--- src/rtl/booth_pkg.sv ---
package booth_pkg;
  typedef enum logic [1:0] {
    OP_NONE = 2'd0,
    OP_ADD  = 2'd1,
    OP_SUB  = 2'd2
  } booth_op_e;

  typedef enum logic {
    ST_IDLE = 1'b0,
    ST_RUN  = 1'b1
  } booth_state_e;
endpackage

--- src/rtl/booth_recode.sv ---
module booth_recode
  import booth_pkg::*;
(
  input  logic      cur_bit,
  input  logic      right_bit,
  output booth_op_e op
);
  always_comb begin
    unique case ({cur_bit, right_bit})
      2'b10:   op = OP_SUB;   // entering a run of ones
      2'b01:   op = OP_ADD;   // leaving a run of ones
      default: op = OP_NONE;  // inside a run
    endcase
  end
endmodule

--- src/rtl/booth_addsub.sv ---
module booth_addsub
  import booth_pkg::*;
#(
  parameter int WIDTH = 32
) (
  input  logic [WIDTH:0]   acc,
  input  logic [WIDTH-1:0] mcand,
  input  booth_op_e        op,
  output logic [WIDTH:0]   sum
);
  logic [WIDTH:0] mcand_ext;
  assign mcand_ext = {mcand[WIDTH-1], mcand};

  always_comb begin
    unique case (op)
      OP_ADD:  sum = acc + mcand_ext;
      OP_SUB:  sum = acc - mcand_ext;
      default: sum = acc;
    endcase
  end
endmodule

--- src/rtl/booth_ctrl.sv ---
module booth_ctrl
  import booth_pkg::*;
#(
  parameter int WIDTH = 32
) (
  input  logic clk,
  input  logic rst,
  input  logic start,
  output logic load,
  output logic step,
  output logic last,
  output logic busy
);
  localparam int CNT_W = $clog2(WIDTH + 1);
  localparam logic [CNT_W-1:0] LAST_CNT = CNT_W'(WIDTH - 1);

  booth_state_e     state_q;
  logic [CNT_W-1:0] cnt_q;

  assign busy = (state_q == ST_RUN);
  assign load = start && !busy;
  assign step = busy;
  assign last = busy && (cnt_q == LAST_CNT);

  always_ff @(posedge clk) begin
    if (rst) begin
      state_q <= ST_IDLE;
      cnt_q   <= '0;
    end else if (load) begin
      state_q <= ST_RUN;
      cnt_q   <= '0;
    end else if (step) begin
      cnt_q <= cnt_q + 1'b1;
      if (last) state_q <= ST_IDLE;
    end
  end

  AST_START_ENTERS_RUN: assert property (@(posedge clk) disable iff (rst)
    load |=> busy && (cnt_q == '0));
  AST_CNT_BOUNDED: assert property (@(posedge clk) disable iff (rst)
    busy |-> (cnt_q <= LAST_CNT));
endmodule

--- src/rtl/booth_mul.sv ---
module booth_mul
  import booth_pkg::*;
#(
  parameter int WIDTH = 32
) (
  input  logic                 clk,
  input  logic                 rst,
  input  logic                 start,
  input  logic [WIDTH-1:0]     mcand_i,
  input  logic [WIDTH-1:0]     mplier_i,
  output logic                 busy_o,
  output logic                 done_o,
  output logic [2*WIDTH-1:0]   product_o
);
  localparam int PW = 2 * WIDTH;

  logic             load, step, last, busy;
  logic [WIDTH-1:0] mcand_q;
  logic [WIDTH:0]   hi_q;        // upper half plus guard bit
  logic [WIDTH-1:0] lo_q;        // remaining multiplier / low product
  logic             right_q;     // implicit bit right of lo_q[0]
  logic [WIDTH:0]   sum;
  logic [WIDTH:0]   hi_next;
  logic [WIDTH-1:0] lo_next;
  booth_op_e        op;

  booth_ctrl #(.WIDTH(WIDTH)) u_ctrl (
    .clk(clk), .rst(rst), .start(start),
    .load(load), .step(step), .last(last), .busy(busy)
  );

  booth_recode u_recode (
    .cur_bit(lo_q[0]), .right_bit(right_q), .op(op)
  );

  booth_addsub #(.WIDTH(WIDTH)) u_addsub (
    .acc(hi_q), .mcand(mcand_q), .op(op), .sum(sum)
  );

  assign hi_next = {sum[WIDTH], sum[WIDTH:1]};
  assign lo_next = {sum[0], lo_q[WIDTH-1:1]};

  always_ff @(posedge clk) begin
    if (rst) begin
      mcand_q   <= '0;
      hi_q      <= '0;
      lo_q      <= '0;
      right_q   <= 1'b0;
      done_o    <= 1'b0;
      product_o <= '0;
    end else begin
      done_o <= last;
      if (load) begin
        mcand_q <= mcand_i;
        hi_q    <= '0;
        lo_q    <= mplier_i;
        right_q <= 1'b0;
      end else if (step) begin
        hi_q    <= hi_next;
        lo_q    <= lo_next;
        right_q <= lo_q[0];
        if (last) product_o <= PW'({hi_next[WIDTH-1:0], lo_next});
      end
    end
  end

  assign busy_o = busy;

  AST_NOP_SHIFT_ONLY: assert property (@(posedge clk) disable iff (rst)
    (step && op == OP_NONE) |=> hi_q == {$past(hi_q[WIDTH]), $past(hi_q[WIDTH:1])});
  AST_RIGHT_BIT_TRACK: assert property (@(posedge clk) disable iff (rst)
    step |=> right_q == $past(lo_q[0]));
  AST_SIGN_EXT: assert property (@(posedge clk) disable iff (rst)
    step |=> hi_q[WIDTH] == hi_q[WIDTH-1]);
  AST_DONE_PULSE: assert property (@(posedge clk) disable iff (rst)
    done_o |=> !done_o);
  AST_DONE_NOT_BUSY: assert property (@(posedge clk) disable iff (rst)
    done_o |-> !busy_o);
  AST_PRODUCT_HOLD: assert property (@(posedge clk) disable iff (rst)
    !done_o |-> $stable(product_o));
endmodule

--- config.mk ---
export PLATFORM = sky130hd
export DESIGN_NAME = booth_mul
export DESIGN_NICKNAME = d
export VERILOG_FILES = /design/src/rtl/booth_pkg.sv /design/src/rtl/booth_recode.sv /design/src/rtl/booth_addsub.sv /design/src/rtl/booth_ctrl.sv /design/src/rtl/booth_mul.sv
export SDC_FILE = /design/constraint.sdc
export NUM_CORES = 1
export LEC_CHECK = 0
export ABC_AREA = 1
export BUFFER_PORTS_ARGS = -buffer_cell sky130_fd_sc_hd__buf_4
export CAP_MARGIN = 0
export CORE_ASPECT_RATIO = 2
export CORE_MARGIN = 1
export CORE_UTILIZATION = 45
export CTS_CLUSTER_DIAMETER = 60
export CTS_CLUSTER_SIZE = 20
export DETAILED_ROUTE_END_ITERATION = 10
export PLACE_DENSITY = 0.67
export SETUP_SLACK_MARGIN = 0.3
export SYNTH_ARGS = -nofsm -noshare
export SYNTH_HDL_FRONTEND = slang
export SYNTH_SLANG_ARGS = --single-unit
--- constraint.sdc ---
create_clock -name clk -period 2.8 [get_ports clk]
set_input_delay 0.84 -clock clk [delete_from_list [all_inputs] [get_ports clk]]
set_output_delay 0.84 -clock clk [all_outputs]
set_load 0.005 [all_outputs]
==> impl_metrics.tcl, run 1 <==
set metrics [dict create \
    tns_ns -7.97 \
    path_clk_slew_ns 0.07 \
    gr-total-overflow 0 \
    post-route-min-period_ns 3.14 \
    antenna_found_initial 0 \
    antenna_left 0 \
    ys_seq_area_share_pct 34.9 \
    grt_usage_pct 32.9 \
    regToRegEndpoint "hi_q[29]" \
    htreeDepth 4 \
    rsz0062_at_grt "true" \
    syn_area_per_cell_um2 6.50 \
    drv_slew 0 \
    n_antenna_cell 0 \
    fin_ws_ns -0.342 \
    fp.dieArea_um2 22200 \
    cts_buffers 17 \
    worstHoldStart "product_o[45]" \
    max_cap_viol_count 0 \
    grt_pass1_wl_um 55400 \
    setup_viol 52 \
    drt-initial-drc-count 532 \
    grt_max_degree 75 \
    hold_depth 2 \
    finalHoldViolCount 0 \
    coreArea_um2 21000 \
    cts-root-buf "clkbuf_16" \
    route.detailed.drc 0 \
    ys_seq_elements 169 \
    max_freq_mhz 318 \
    clock_sinks 169 \
    start_util_pct 46.1 \
    run_status "finished, violations left" \
    rr_startpoint "mcand_q[1]" \
    slew_headroom_pct 29.5 \
    max-clock-path-buffers 2 \
    areaGrowthSynthToFinish_pct 52.4 \
    irDropWorstVdd_uv 556 \
    rows 75 \
    async_flop_share_pct 0 \
    vias_per_cell 5.24 \
    die_h_um 210 \
    first_global_vias 11100 \
    critPathMaxFanout 4 \
    wl_per_cell_um 17.6 \
    cts_hold_buffers 0 \
    p_leak_nw 7.16 \
    violations "negative setup slack" \
    crit_required_ns 3.16 \
    fp.dieW_um 106 \
    fillers 1769 \
    powerDensity_nw_per_um2 534 \
    place_ws_ns -0.338 \
    fin_crit_sh_pct 112 \
    worstSetupPathType "reg -> reg" \
    rr_worst_depth 22 \
    postSynthCellCount 1491 \
    cts_tree "built" \
    worstPathArrival_ns 3.50 \
    drive_gt1_share_pct 38.9 \
    synth_edf_count 0 \
    cp-end-kind "register" \
    synth_flop_cell "dfxtp_1" \
    synthesis.nets 1594 \
    portBuffers 132 \
    hold_path.class "reg -> reg" \
    netlist_area_um2 9690 \
    ios 133 \
    min_to "product_o[45]" \
    r2r_slack_ns -0.34 \
    tightest_slew_ns 1.06 \
    firstDrtPassIters 5 \
    start_kind "register" \
    nets 1890 \
    ys_warn_count 0 \
    clock_latency_ns 0.46 \
    vias 10800 \
    gp_congestion 0.980 \
    skew_ns 0.0105 \
    yosysUniqueCellTypes 46 \
    wirelength_um 36400 \
    hpwl_um 25500 \
]
==> critical path, cell delays in order, from the launching register on <==
cell     delay [ns]
dfxtp_2        0.34
inv_4          0.08
nand3_4        0.09
nor2_4         0.12
nand2_2        0.10
nor2_4         0.16
nand3_4        0.11
nand2_2        0.09
nand2_2        0.06
a21oi_2        0.15
o21ai_1        0.15
xnor2_2        0.32
ha_4           0.28
nand2_1        0.10
nand2_1        0.09
nor2_2         0.16
o21ai_1        0.11
a21oi_2        0.13
nand3_1        0.11
nand3_2        0.11
nand3_1        0.07
nand2_1        0.08
inv_1          0.04
==> metal layers <==
metal	vias to the layer above	part of all wire (%)	track usage (%)
li1	5312	-	-
met1	5033	32	29.3
met5	-	0	0
met2	326	55	63.4
met3	161	3.5	5.96
met4	0	8.9	25.6
==> what timing repair did <==
item,in CTS,in global routing
setup endpoints to repair,62,62
cloned,1,0
buffers inserted,29,20
pin swaps,112,89
gates resized for setup,283,126
==> sequential cells by signal, summed over array words and instances (netlist names) <==
register and cells:
done_o 1, lo_q 32, mcand_q 32, hi_q 32, product_o 64, u_ctrl.busy 1
right_q 1, u_ctrl.cnt_q 6
==> cell usage after synthesis, types with 4 or more instances <==
library cell | number | area share, %
xor2_1 | 21 | 1.9
o21bai_1 | 6 | 0.46
nand3_1 | 76 | 3.9
nand4_1 | 9 | 0.58
clkbuf_1 | 34 | 1.3
or2_2 | 4 | 0.26
nand3_2 | 5 | 0.52
o21ai_2 | 4 | 0.36
buf_2 | 11 | 0.57
a21oi_1 | 74 | 3.8
ha_1 | 35 | 4.5
o21ai_1 | 43 | 2.2
nand2_2 | 9 | 0.58
nand2_1 | 408 | 16
o21ai_0 | 81 | 4.2
o221ai_1 | 17 | 1.5
a22o_1 | 11 | 0.99
inv_1 | 228 | 8.8
or2_1 | 4 | 0.26
nor2_1 | 151 | 5.9
buf_1 | 6 | 0.23
xnor2_1 | 13 | 1.2
dfxtp_1 | 169 | 35
nor3_1 | 9 | 0.46
nor2_2 | 10 | 0.65
inv_2 | 8 | 0.31
a31oi_1 | 13 | 0.84
==> metrics by stage <==
stage                     cell area, um^2  util, %  cells  power (mW)  hold WS (ns)
after floorplan                      9880        -   1491        3.66         0.448
after global placement              12100     57.5   1987        4.48         0.441
after detailed placement            12100     57.5   1987        4.50         0.448
after CTS                           14100     67.0   2049        7.63         0.459
after global routing                14800     70.2   2069        8.20         0.472
final                               14800     70.2   2069        7.89         0.456
==> cell type report <==
cell class	count	area, um^2	share of cell area (%)
clock inverter	13	189	1.28
inverter	238	908	6.15
sequential	169	3390	23.0
clock buffer	19	453	3.07
timing repair inverter	1	5.00	0.0339
tap	269	337	2.28
timing repair buffer	332	2590	17.6
multi-input combinational	1028	6880	46.6
==> worst max-delay path by stage <==
stage,start,end,cells past startpoint,slack [ns]
6_report,mcand_q[1],hi_q[29],22,-0.34
5_1_grt,mcand_q[0],hi_q[29],23,-0.51
3_3_place_gp,mcand_q[1],hi_q[26],23,-0.34
2_1_floorplan,mcand_q[0],hi_q[26],24,0.17
4_1_cts,mcand_q[0],hi_q[31],25,-0.21
3_5_place_dp,mcand_q[0],product_o[62],23,-0.34
==> where the power goes <==
| group | total (mW) | internal (mW) | switching (mW) |
|---|---|---|---|
| Combinational | 2.67 | 1.19 | 1.48 |
| Sequential | 2.60 | 2.50 | 0.104 |
| Clock | 2.62 | 1.55 | 1.07 |
| Total | 7.89 | 5.24 | 2.65 |
==> cell usage in the layout, fill, tap and decap left out, types with 20 or more instances in the layout <==
cell,count
nand2_4,31
nand2_2,57
buf_6,24
a21oi_2,21
o21ai_1,51
inv_1,210
nor2_1,109
nor2_2,22
nand3_1,46
nor2_4,32
o21ai_2,20
inv_2,22
ha_4,25
dfxtp_1,162
o21ai_0,52
nand3_2,31
a21oi_1,40
buf_4,307
nand2_1,328
==> kinds of logic (layout without fill, tap and decap cells) <==
kind of cell	after synthesis	after routing	share of synthesized area, %
AO/OA/AOI/OAI	260	260	15.3
XOR/XNOR	34	34	3.07
adder cells (fa/ha/maj)	36	36	4.73
buffers and inverters	294	603	11.8
flip-flops	169	169	34.9
multiplexers	1	1	0.103
AND/OR/NAND/NOR	697	697	30.1
Note: power is estimated with default switching activity, not from simulation.
==> run 2, diff against run 1 <==
Settings changed: CORE_MARGIN 1 to 2.
Clock period 2.8 ns to 2.71 ns, I/O delays scaled along.
==> run 2 against run 1 <==
Against the previous run:
- the flow still finishes with violations (negative setup slack)
- clock skew rose by 0.0019 ns
- power down 3.8%
- setup slack gained 0.0057 ns
- count of clock-buffer cells in the layout stayed put
- critical path type unchanged
==> impl_metrics.tcl, run 2 (synthesized netlist as in run 1, its figures left out) <==
set metrics [dict create \
    cts_hold_buffers 0 \
    wl_met1_um 12800 \
    slew_headroom_pct 29.6 \
    n_antenna_cell 0 \
    startpoint "mcand_q[0]" \
    die_h_um 212 \
    grt_pass1_wl_um 49700 \
    hold_path.class "reg -> reg" \
    start_kind "register" \
    fp.dieArea_um2 22800 \
    start_util_pct 45.5 \
    fin_hold_ws_ns 0.456 \
    skew_ns 0.0124 \
    max_cap_viol_count 0 \
    rr_startpoint "mcand_q[0]" \
    areaGrowthSynthToFinish_pct 47.1 \
    gp_congestion 1.02 \
    clock_sinks 169 \
    portBuffers 132 \
    worstPathArrival_ns 3.41 \
    ios 133 \
    cp-endpoint "hi_q[31]" \
    fp.dieW_um 108 \
    p_leak_nw 7.08 \
    top_layer_used "met4" \
    place_ws_ns -0.636 \
    grt_usage_pct 27.8 \
    fillers 1879 \
    wirelength_um 31400 \
    post-route-min-period_ns 3.05 \
    fin_crit_sh_pct 112 \
    critPathMaxFanout 4 \
    path_clk_slew_ns 0.07 \
    firstDrtPassIters 5 \
    cts_tree "built" \
    wl_met3_um 1300 \
    r2r_slack_ns -0.34 \
    tightest_slew_ns 1.05 \
    coreArea_um2 21300 \
    rr_worst_depth 26 \
    fin_ws_ns -0.337 \
    wl_per_cell_um 15.2 \
    antenna_found_initial 0 \
    drv_slew 0 \
    fin_cells 2063 \
    finalHoldViolCount 0 \
    numPlacedInstances 1985 \
    rsz0062_at_grt "true" \
    irDropWorstVdd_uv 556 \
    route.detailed.drc 0 \
    rows 76 \
    violations "negative setup slack" \
    antenna_left 0 \
    mostFrequentLayoutCells "336 x nand2_1, 293 x buf_4, 211 x inv_1, 164 x dfxtp_1, 122 x nor2_1" \
    gr-total-overflow 0 \
    routed-wl-met2_um 16200 \
    clock_latency_ns 0.46 \
    cp-end-kind "register" \
    setup_viol 58 \
    largest-register "product_o" \
    vias_per_cell 5.10 \
    htreeDepth 4 \
    regToRegEndpoint "hi_q[31]" \
    hpwl_um 22400 \
    max-clock-path-buffers 2 \
    powerDensity_nw_per_um2 533 \
    first_global_vias 10200 \
    run_status "finished, violations left" \
    worstSetupPathType "reg -> reg" \
    tns_ns -11.25 \
    max_freq_mhz 328 \
    cts_buffers 17 \
    nets 1880 \
    vias 10500 \
    drive_gt1_share_pct 36.0 \
    cts-root-buf "clkbuf_16" \
    largest_reg_flops 64 \
    final_common_cell "nand2_1" \
    crit_required_ns 3.07 \
    finish.utilization_pct 66.9 \
    drt-initial-drc-count 491 \
    grt_max_degree 75 \
]
-- run 2: timing repair --
action,CTS,global route
setup endpoints to repair,61,66
gates resized for setup,238,73
buffers inserted,34,12
pin swaps,68,71
gates cloned,0,0
-- run 2: through the flow --
step	power, mW	cell area [um^2]
floorplan	3.81	9960
global placement	4.55	12100
detailed placement	4.58	12100
CTS	7.43	13900
global route	7.94	14200
finish	7.59	14200
-- run 2: report_power, final --
part / internal [mW] / switching, mW
combinational: 1.15 / 1.34
sequential: 2.58 / 0.0910
clock: 1.29 / 1.14
-- run 2: worst max-delay path, cell delays in order (launching register included) --
cell and delay (ns):
dfxtp_2 0.34, inv_4 0.07, nand3_2 0.08, nor2_2 0.12, nand2_2 0.08, buf_4 0.14
buf_6 0.10, buf_6 0.10, buf_6 0.10, buf_6 0.10, nand2_4 0.05, xnor2_2 0.11
inv_2 0.09, ha_4 0.30, nand2_2 0.08, nor2_1 0.14, nand3_1 0.13, nand2_2 0.15
nand2_2 0.09, nand2_4 0.08, nand2_1 0.05, nand2_1 0.08, nand3_1 0.09, nand3_2 0.08
nand3_1 0.06, nand2_1 0.08, inv_1 0.03
-- run 2: cell type report --
cell class                 instances  area [um^2]  area share (%)
timing repair buffer             323         2570            18.0
multi-input combinational       1028         6460            45.3
tap                              273          342            2.40
clock inverter                    13          139           0.975
clock buffer                      19          433            3.04
sequential                       169         3390            23.8
inverter                         238          916            6.43
-- run 2: worst min path at each step --
stage / slack, ns / startpoint / endpoint / cells past startpoint
final: 0.46 / product_o[45] / product_o[45] / 2
after global routing: 0.47 / product_o[45] / product_o[45] / 2
after CTS: 0.46 / product_o[42] / product_o[42] / 2
after detailed placement: 0.45 / product_o[45] / product_o[45] / 2
after global placement: 0.44 / product_o[40] / product_o[40] / 2
after floorplan: 0.45 / product_o[40] / product_o[40] / 2
-- run 2: routing by layer --
metal / global-route usage [%] / up-vias
met3: 5.45 / 73
met4: 11.8 / 0
li1: - / 5283
met5: 0 / -
met2: 48.8 / 271
met1: 32.4 / 4890
